`src/rtl/rme_pkg.sv`:
```
package rme_pkg;
  typedef enum logic [1:0] {
    SLOT_UNTOUCHED  = 2'd0,
    SLOT_PREFETCHED = 2'd1,
    SLOT_DEMANDED   = 2'd2,
    SLOT_CONFIRMED  = 2'd3
  } slotState_e;

  typedef struct packed {
    logic clearAll;
    logic loadTag;
    logic writeSlot;
    logic bumpCnt;
  } mapStrobe_t;
endpackage

```
`src/rtl/rme_datapath.sv`:
```
module rme_datapath
  import rme_pkg::*;
#(
  parameter int TAG_W = 18,
  parameter int IDX_W = 8,
  localparam int SLOTS = 1 << IDX_W
) (
  input  logic                 clk,
  input  logic                 rstN,
  input  mapStrobe_t           strobe,
  input  logic [TAG_W-1:0]     lookupTag,
  input  logic [IDX_W-1:0]     slotIdx,
  input  logic [1:0]           wrState,
  output logic                 tagHit,
  output logic [1:0]           slotState,
  output logic [2*SLOTS-1:0]   mapOut,
  output logic [TAG_W-1:0]     tagOut
);
  logic [TAG_W-1:0] tagQ;
  logic [1:0]       slotQ [SLOTS];

  always_ff @(posedge clk) begin
    if (!rstN)               tagQ <= '0;
    else if (strobe.loadTag) tagQ <= lookupTag;
  end

  for (genvar g = 0; g < SLOTS; g++) begin : gSlot
    always_ff @(posedge clk) begin
      if (!rstN || strobe.clearAll)
        slotQ[g] <= SLOT_UNTOUCHED;
      else if (strobe.writeSlot && (slotIdx == IDX_W'(g)))
        slotQ[g] <= wrState;
    end
    assign mapOut[2*g +: 2] = slotQ[g];
  end

  assign tagHit    = (tagQ == lookupTag);
  assign slotState = slotQ[slotIdx];
  assign tagOut    = tagQ;
endmodule

```
`src/rtl/rme_control.sv`:
```
module rme_control
  import rme_pkg::*;
#(
  parameter int CNT_W   = 4,
  parameter int TMR_MAX = 65536,
  parameter int LRU_W   = 6,
  localparam int TMR_W  = $clog2(TMR_MAX + 1)
) (
  input  logic             clk,
  input  logic             rstN,
  input  logic             retagEn,
  input  logic             updEn,
  input  logic             tick,
  input  logic             tagHit,
  input  logic             lruWrEn,
  input  logic [LRU_W-1:0] lruIn,
  output mapStrobe_t       strobe,
  output logic [CNT_W-1:0] accessCnt,
  output logic [TMR_W-1:0] idleTimer,
  output logic [LRU_W-1:0] lruRank
);
  localparam logic [CNT_W-1:0] CNT_TOP    = {CNT_W{1'b1}};
  localparam logic [CNT_W-1:0] CNT_RELOAD = CNT_W'(1 << (CNT_W - 1));
  localparam logic [TMR_W-1:0] TMR_TOP    = TMR_W'(TMR_MAX);

  logic [CNT_W-1:0] cntQ;
  logic [TMR_W-1:0] tmrQ, tmrHalved;
  logic [LRU_W-1:0] lruQ;
  logic             wrapNow;

  always_comb begin
    strobe.clearAll  = retagEn;
    strobe.loadTag   = retagEn;
    strobe.writeSlot = updEn && tagHit && !retagEn;
    strobe.bumpCnt   = updEn && tagHit && !retagEn;
  end

  assign wrapNow   = strobe.bumpCnt && (cntQ == CNT_TOP);
  assign tmrHalved = wrapNow ? (tmrQ >> 1) : tmrQ;

  always_ff @(posedge clk) begin
    if (!rstN || strobe.clearAll) begin
      cntQ <= '0;
      tmrQ <= '0;
    end else begin
      if (wrapNow)             cntQ <= CNT_RELOAD;
      else if (strobe.bumpCnt) cntQ <= cntQ + 1'b1;
      if (tick && (tmrHalved < TMR_TOP)) tmrQ <= tmrHalved + 1'b1;
      else                               tmrQ <= tmrHalved;
    end
  end

  always_ff @(posedge clk) begin
    if (!rstN)        lruQ <= '0;
    else if (lruWrEn) lruQ <= lruIn;
  end

  assign accessCnt = cntQ;
  assign idleTimer = tmrQ;
  assign lruRank   = lruQ;
endmodule

```
`src/rtl/region_map_entry.sv`:
```
module region_map_entry
  import rme_pkg::*;
#(
  parameter int ADDR_W   = 32,
  parameter int BLK_BITS = 6,
  parameter int IDX_W    = 8,
  parameter int CNT_W    = 4,
  parameter int TMR_MAX  = 65536,
  parameter int LRU_W    = 6,
  localparam int TAG_W   = ADDR_W - IDX_W - BLK_BITS,
  localparam int SLOTS   = 1 << IDX_W,
  localparam int TMR_W   = $clog2(TMR_MAX + 1)
) (
  input  logic                clk,
  input  logic                rstN,
  input  logic [ADDR_W-1:0]   lookupAddr,
  input  logic                retagEn,
  input  logic                updEn,
  input  logic [1:0]          updState,
  input  logic                tick,
  input  logic                lruWrEn,
  input  logic [LRU_W-1:0]    lruIn,
  output logic                tagHit,
  output logic                seenHit,
  output logic                freshHit,
  output logic [1:0]          slotState,
  output logic [2*SLOTS-1:0]  mapOut,
  output logic [TAG_W-1:0]    tagOut,
  output logic [CNT_W-1:0]    accessCnt,
  output logic [TMR_W-1:0]    idleTimer,
  output logic [LRU_W-1:0]    lruRank
);
  logic [TAG_W-1:0] lookupTag;
  logic [IDX_W-1:0] slotIdx;
  logic             unusedOffset;
  mapStrobe_t       strobe;

  assign lookupTag    = lookupAddr[ADDR_W-1 -: TAG_W];
  assign slotIdx      = lookupAddr[BLK_BITS +: IDX_W];
  assign unusedOffset = ^lookupAddr[BLK_BITS-1:0];

  rme_control #(.CNT_W(CNT_W), .TMR_MAX(TMR_MAX), .LRU_W(LRU_W)) u_ctrl (
    .clk(clk), .rstN(rstN), .retagEn(retagEn), .updEn(updEn), .tick(tick),
    .tagHit(tagHit), .lruWrEn(lruWrEn), .lruIn(lruIn), .strobe(strobe),
    .accessCnt(accessCnt), .idleTimer(idleTimer), .lruRank(lruRank)
  );

  rme_datapath #(.TAG_W(TAG_W), .IDX_W(IDX_W)) u_dp (
    .clk(clk), .rstN(rstN), .strobe(strobe), .lookupTag(lookupTag),
    .slotIdx(slotIdx), .wrState(updState), .tagHit(tagHit),
    .slotState(slotState), .mapOut(mapOut), .tagOut(tagOut)
  );

  assign seenHit  = tagHit && (slotState != SLOT_UNTOUCHED);
  assign freshHit = tagHit && (slotState == SLOT_UNTOUCHED);
endmodule

```
`config.mk`:
```
export PLATFORM = sky130hd
export DESIGN_NAME = region_map_entry
export DESIGN_NICKNAME = d
export VERILOG_FILES = /design/src/rtl/rme_pkg.sv /design/src/rtl/rme_datapath.sv /design/src/rtl/rme_control.sv /design/src/rtl/region_map_entry.sv
export SDC_FILE = /design/constraint.sdc
export NUM_CORES = 1
export LEC_CHECK = 0
export BUFFER_PORTS_ARGS = -buffer_cell sky130_fd_sc_hd__buf_2
export CELL_PAD_IN_SITES_DETAIL_PLACEMENT = 1
export CELL_PAD_IN_SITES_GLOBAL_PLACEMENT = 2
export CORE_MARGIN = 1.5
export CORE_UTILIZATION = 38
export DETAILED_ROUTE_END_ITERATION = 16
export PLACE_DENSITY = 0.84
export SLEW_MARGIN = 10
export SYNTH_ARGS = -nofsm -noshare
export SYNTH_HDL_FRONTEND = slang
export SYNTH_SLANG_ARGS = --single-unit
```
`constraint.sdc`:
```
create_clock -name clk -period 5.6 [get_ports clk]
set_input_delay 0.56 -clock clk [delete_from_list [all_inputs] [get_ports clk]]
set_output_delay 0.56 -clock clk [all_outputs]
set_load 0.02 [all_outputs]
```
==> results.sh <==
export IMPL_htreeDepth=2
export IMPL_synth_top_family_by_area="simple AND/OR/NAND/NOR gates"
export IMPL_cp_required_ps=5040
export IMPL_drc=0
export IMPL_cts_tree="done"
export IMPL_grt_start_max_net_pins=131
export IMPL_dpl_cell_area_um2=30400
export IMPL_synth_fa_ha_area_share_pct=0.0943
export IMPL_setup_violations=0
export IMPL_crit_chain="clkbuf_8 -> buf_12 -> mux2i_1 -> a22oi_1 -> and4_1 -> a31oi_1 -> nand4_1 -> nor4_2 -> nand2b_4 -> and2_4 -> buf_2"
export IMPL_muxShareOfSynthArea_pct=12.9
export IMPL_status="complete, no violations"
export IMPL_hold_viol=0
export IMPL_setup_worst_path_start_class="input pin"
export IMPL_routed_via_count=21745
export IMPL_viasPerCell=5.91
export IMPL_wire_per_inst_um=30.5
export IMPL_postCtsSetupRepairBufs=0
export IMPL_netlist_top_cells_area="edfxtp_1, mux4_2, nor2_1"
export IMPL_ys_ff_latch=557
export IMPL_synth_compound_area_share_pct=7.79
export IMPL_synthXorXnorAreaFrac_pct=1.06
export IMPL_fin_nets=2746
export IMPL_path_clk_slew_ps=60
export IMPL_ys_types=66
export IMPL_synthMostInstantiatedCell="nor2_1"
export IMPL_min_period_ps=4480
export IMPL_worst_slew_pin_slew_ps=965
export IMPL_max_freq_mhz=223
export IMPL_rsz0062_at_grt="no"
export IMPL_drive_gt1_share_pct=32.1
export IMPL_synth_top_area_share_pct=57.9
export IMPL_grt_pass1_wl_mm=157
export IMPL_clock_path_buffers=3
export IMPL_fp_row_count=96
export IMPL_critPathKind="input pin to primary output"
export IMPL_critPathCaptureType="primary output"
export IMPL_cap_violations=0
export IMPL_io_pins=608
export IMPL_antenna_found_initial=0
export IMPL_fin_worst_skew_ps=25.0
export IMPL_fp_dieH_um=267
export IMPL_netlist_instances=2210
export IMPL_synth_simple_gate_area_share_pct=12.9
export IMPL_hpwl_mm=80.9
export IMPL_root_buffer="clkbuf_16"
export IMPL_core_area_um2=68800
export IMPL_area_growth_pct=22.0
export IMPL_synth_top_cell_by_area="edfxtp_1"
export IMPL_vdd_ir_drop_max_mv=0.234
export IMPL_n_antenna_cell=0
export IMPL_synthesis_nets=2258
export IMPL_synth_edf_count=512
export IMPL_async_reset_ff_share_pct=0
export IMPL_cts_sinks=557
export IMPL_insertion_delay_ps=640
export IMPL_leakagePower_nw=12.7
export IMPL_cts_hold_buf=0
export IMPL_cts_buffers_inserted=60
export IMPL_r2r_slack_ps=1190
export IMPL_finalWirelength_mm=112
export IMPL_grt_total_usage_pct=30.7
export IMPL_critPathArrivalTime_ps=3920
export IMPL_slowest_stage="clkbuf_8"
export IMPL_hp_class="input pin to register"
export IMPL_fillCellCount=7404
export IMPL_syn_area_per_cell_um2=12.0
export IMPL_synth_warnings=0
export IMPL_routabilityCongestion=0.875
export IMPL_slew_viol_final=0
export IMPL_relSlewSlack_pct=35.3
export IMPL_dieArea_um2=71400
export IMPL_crit_buf_inv=3
export IMPL_critPathMaxStageDelay_ps=500
export IMPL_initial_core_util_pct=38.6
export IMPL_gr_total_overflow=0
export IMPL_min_period_over_period_pct=80.0
export IMPL_final_antenna_net_count=0
export IMPL_post_cts_resized=0
export IMPL_yosysSeqAreaShare_pct=61.3
export IMPL_io_buffer_count=601
export IMPL_tns_ps=0
export IMPL_synth_common_cells="nor2_1, edfxtp_1, o21ai_0"
export IMPL_die_w_um=267
export IMPL_detail_route_first_pass_iterations=5
export IMPL_grt_pass1_vias=22145
export IMPL_cellPowerDensity_nw_per_um2=308
export IMPL_synth_ff_type="edfxtp_1"
export IMPL_cp_top_family="simple AND/OR/NAND/NOR gates"
export IMPL_fin_area_um2=32400
export IMPL_netlist_area_um2=26500
export IMPL_cp_max_fo=67
export IMPL_drt_iter0_markers=2460
==> path summary, 6_finish.rpt <==
check	startpoint	endpoint	cells after the start
worst max-delay path	lookupAddr[7]	seenHit	11
worst min-delay path	lruIn[5]	u_ctrl.lruRank[5]$_SDFFE_PN0P_	3
worst max register to register	u_dp.tagOut[6]$_SDFFE_PN0P_	u_dp.slotQ[11][1]$_SDFFCE_PN0P_	8
worst min register to register	u_ctrl.lruRank[4]$_SDFFE_PN0P_	u_ctrl.lruRank[4]$_SDFFE_PN0P_	2
==> tightest hold or removal path, delay by kind of cell <==
| family | cells | cell delay (ps) |
|---|---|---|
| AND/OR/NAND/NOR | 1 | 100 |
| multiplexers | 1 | 60 |
| buffers and inverters | 1 | 80 |
==> registers in the layout (all words and copies together), names as in the netlist <==
name              count
u_ctrl.lruRank        6
u_dp.slotQ          512
u_dp.tagOut          18
u_ctrl.idleTimer     17
u_ctrl.accessCnt      4
==> stage by stage <==
| step | total power [mW] | utilization, % | instances | hold slack, ps | worst slack [ps] |
|---|---|---|---|---|---|
| after floorplan | 5.47 | - | 2210 | 567 | 2040 |
| after global placement | 5.90 | 44.1 | 3567 | 488 | 1100 |
| after detailed placement | 5.92 | 44.1 | 3567 | 520 | 1010 |
| after CTS | 10.0 | 47.0 | 3677 | 189 | 1050 |
| after global routing | 10.2 | 47.0 | 3677 | 217 | 924 |
| final | 9.98 | 47.0 | 3677 | 217 | 1120 |
==> where the power goes <==
group	switching [mW]	internal (mW)
registers	0.138	4.69
logic	0.688	0.323
clock network	1.75	2.39
==> placed cells by master, fill, tap and decap left out, drive strengths merged, types with 21 or more instances in the layout <==
cell	synthesis	final
mux2i	108	108
mux4	102	102
clkbuf	196	70
edfxtp	512	512
nor2b	38	38
dfxtp	45	45
nor2	540	540
o21ai	266	266
a22oi	31	31
nand4	23	23
buf	44	665
nand3	33	33
clkinv	0	21
nand2	92	92
==> logic make-up (layout without fill, tap and decap cells) <==
| kind of cell | Yosys count | after routing |
|---|---|---|
| flops | 557 | 557 |
| buf+inv | 247 | 783 |
| mux | 211 | 211 |
| simple gates | 796 | 796 |
| fa+ha+maj | 2 | 2 |
| compound gates | 365 | 365 |
| xor+xnor | 32 | 32 |
==> cell type report <==
class / count / area [um2] / area share, %
repair buffers: 666 / 3590 / 11.1
clock inverters: 41 / 439 / 1.36
inverters: 7 / 26.3 / 0.0812
well taps: 931 / 1160 / 3.60
flip-flops and latches: 557 / 16300 / 50.3
clock buffers: 69 / 1580 / 4.87
multi-input cells: 1406 / 9300 / 28.7
==> layer usage <==
layer	up-vias	wire, um	global-route usage [%]
li1	9035	-	-
met1	11364	43300	39.4
met2	1184	55500	52.3
met3	162	9940	5.96
met4	0	3310	9.11
met5	-	0	0
No activity file was read; power rests on OpenSTA's default activity.
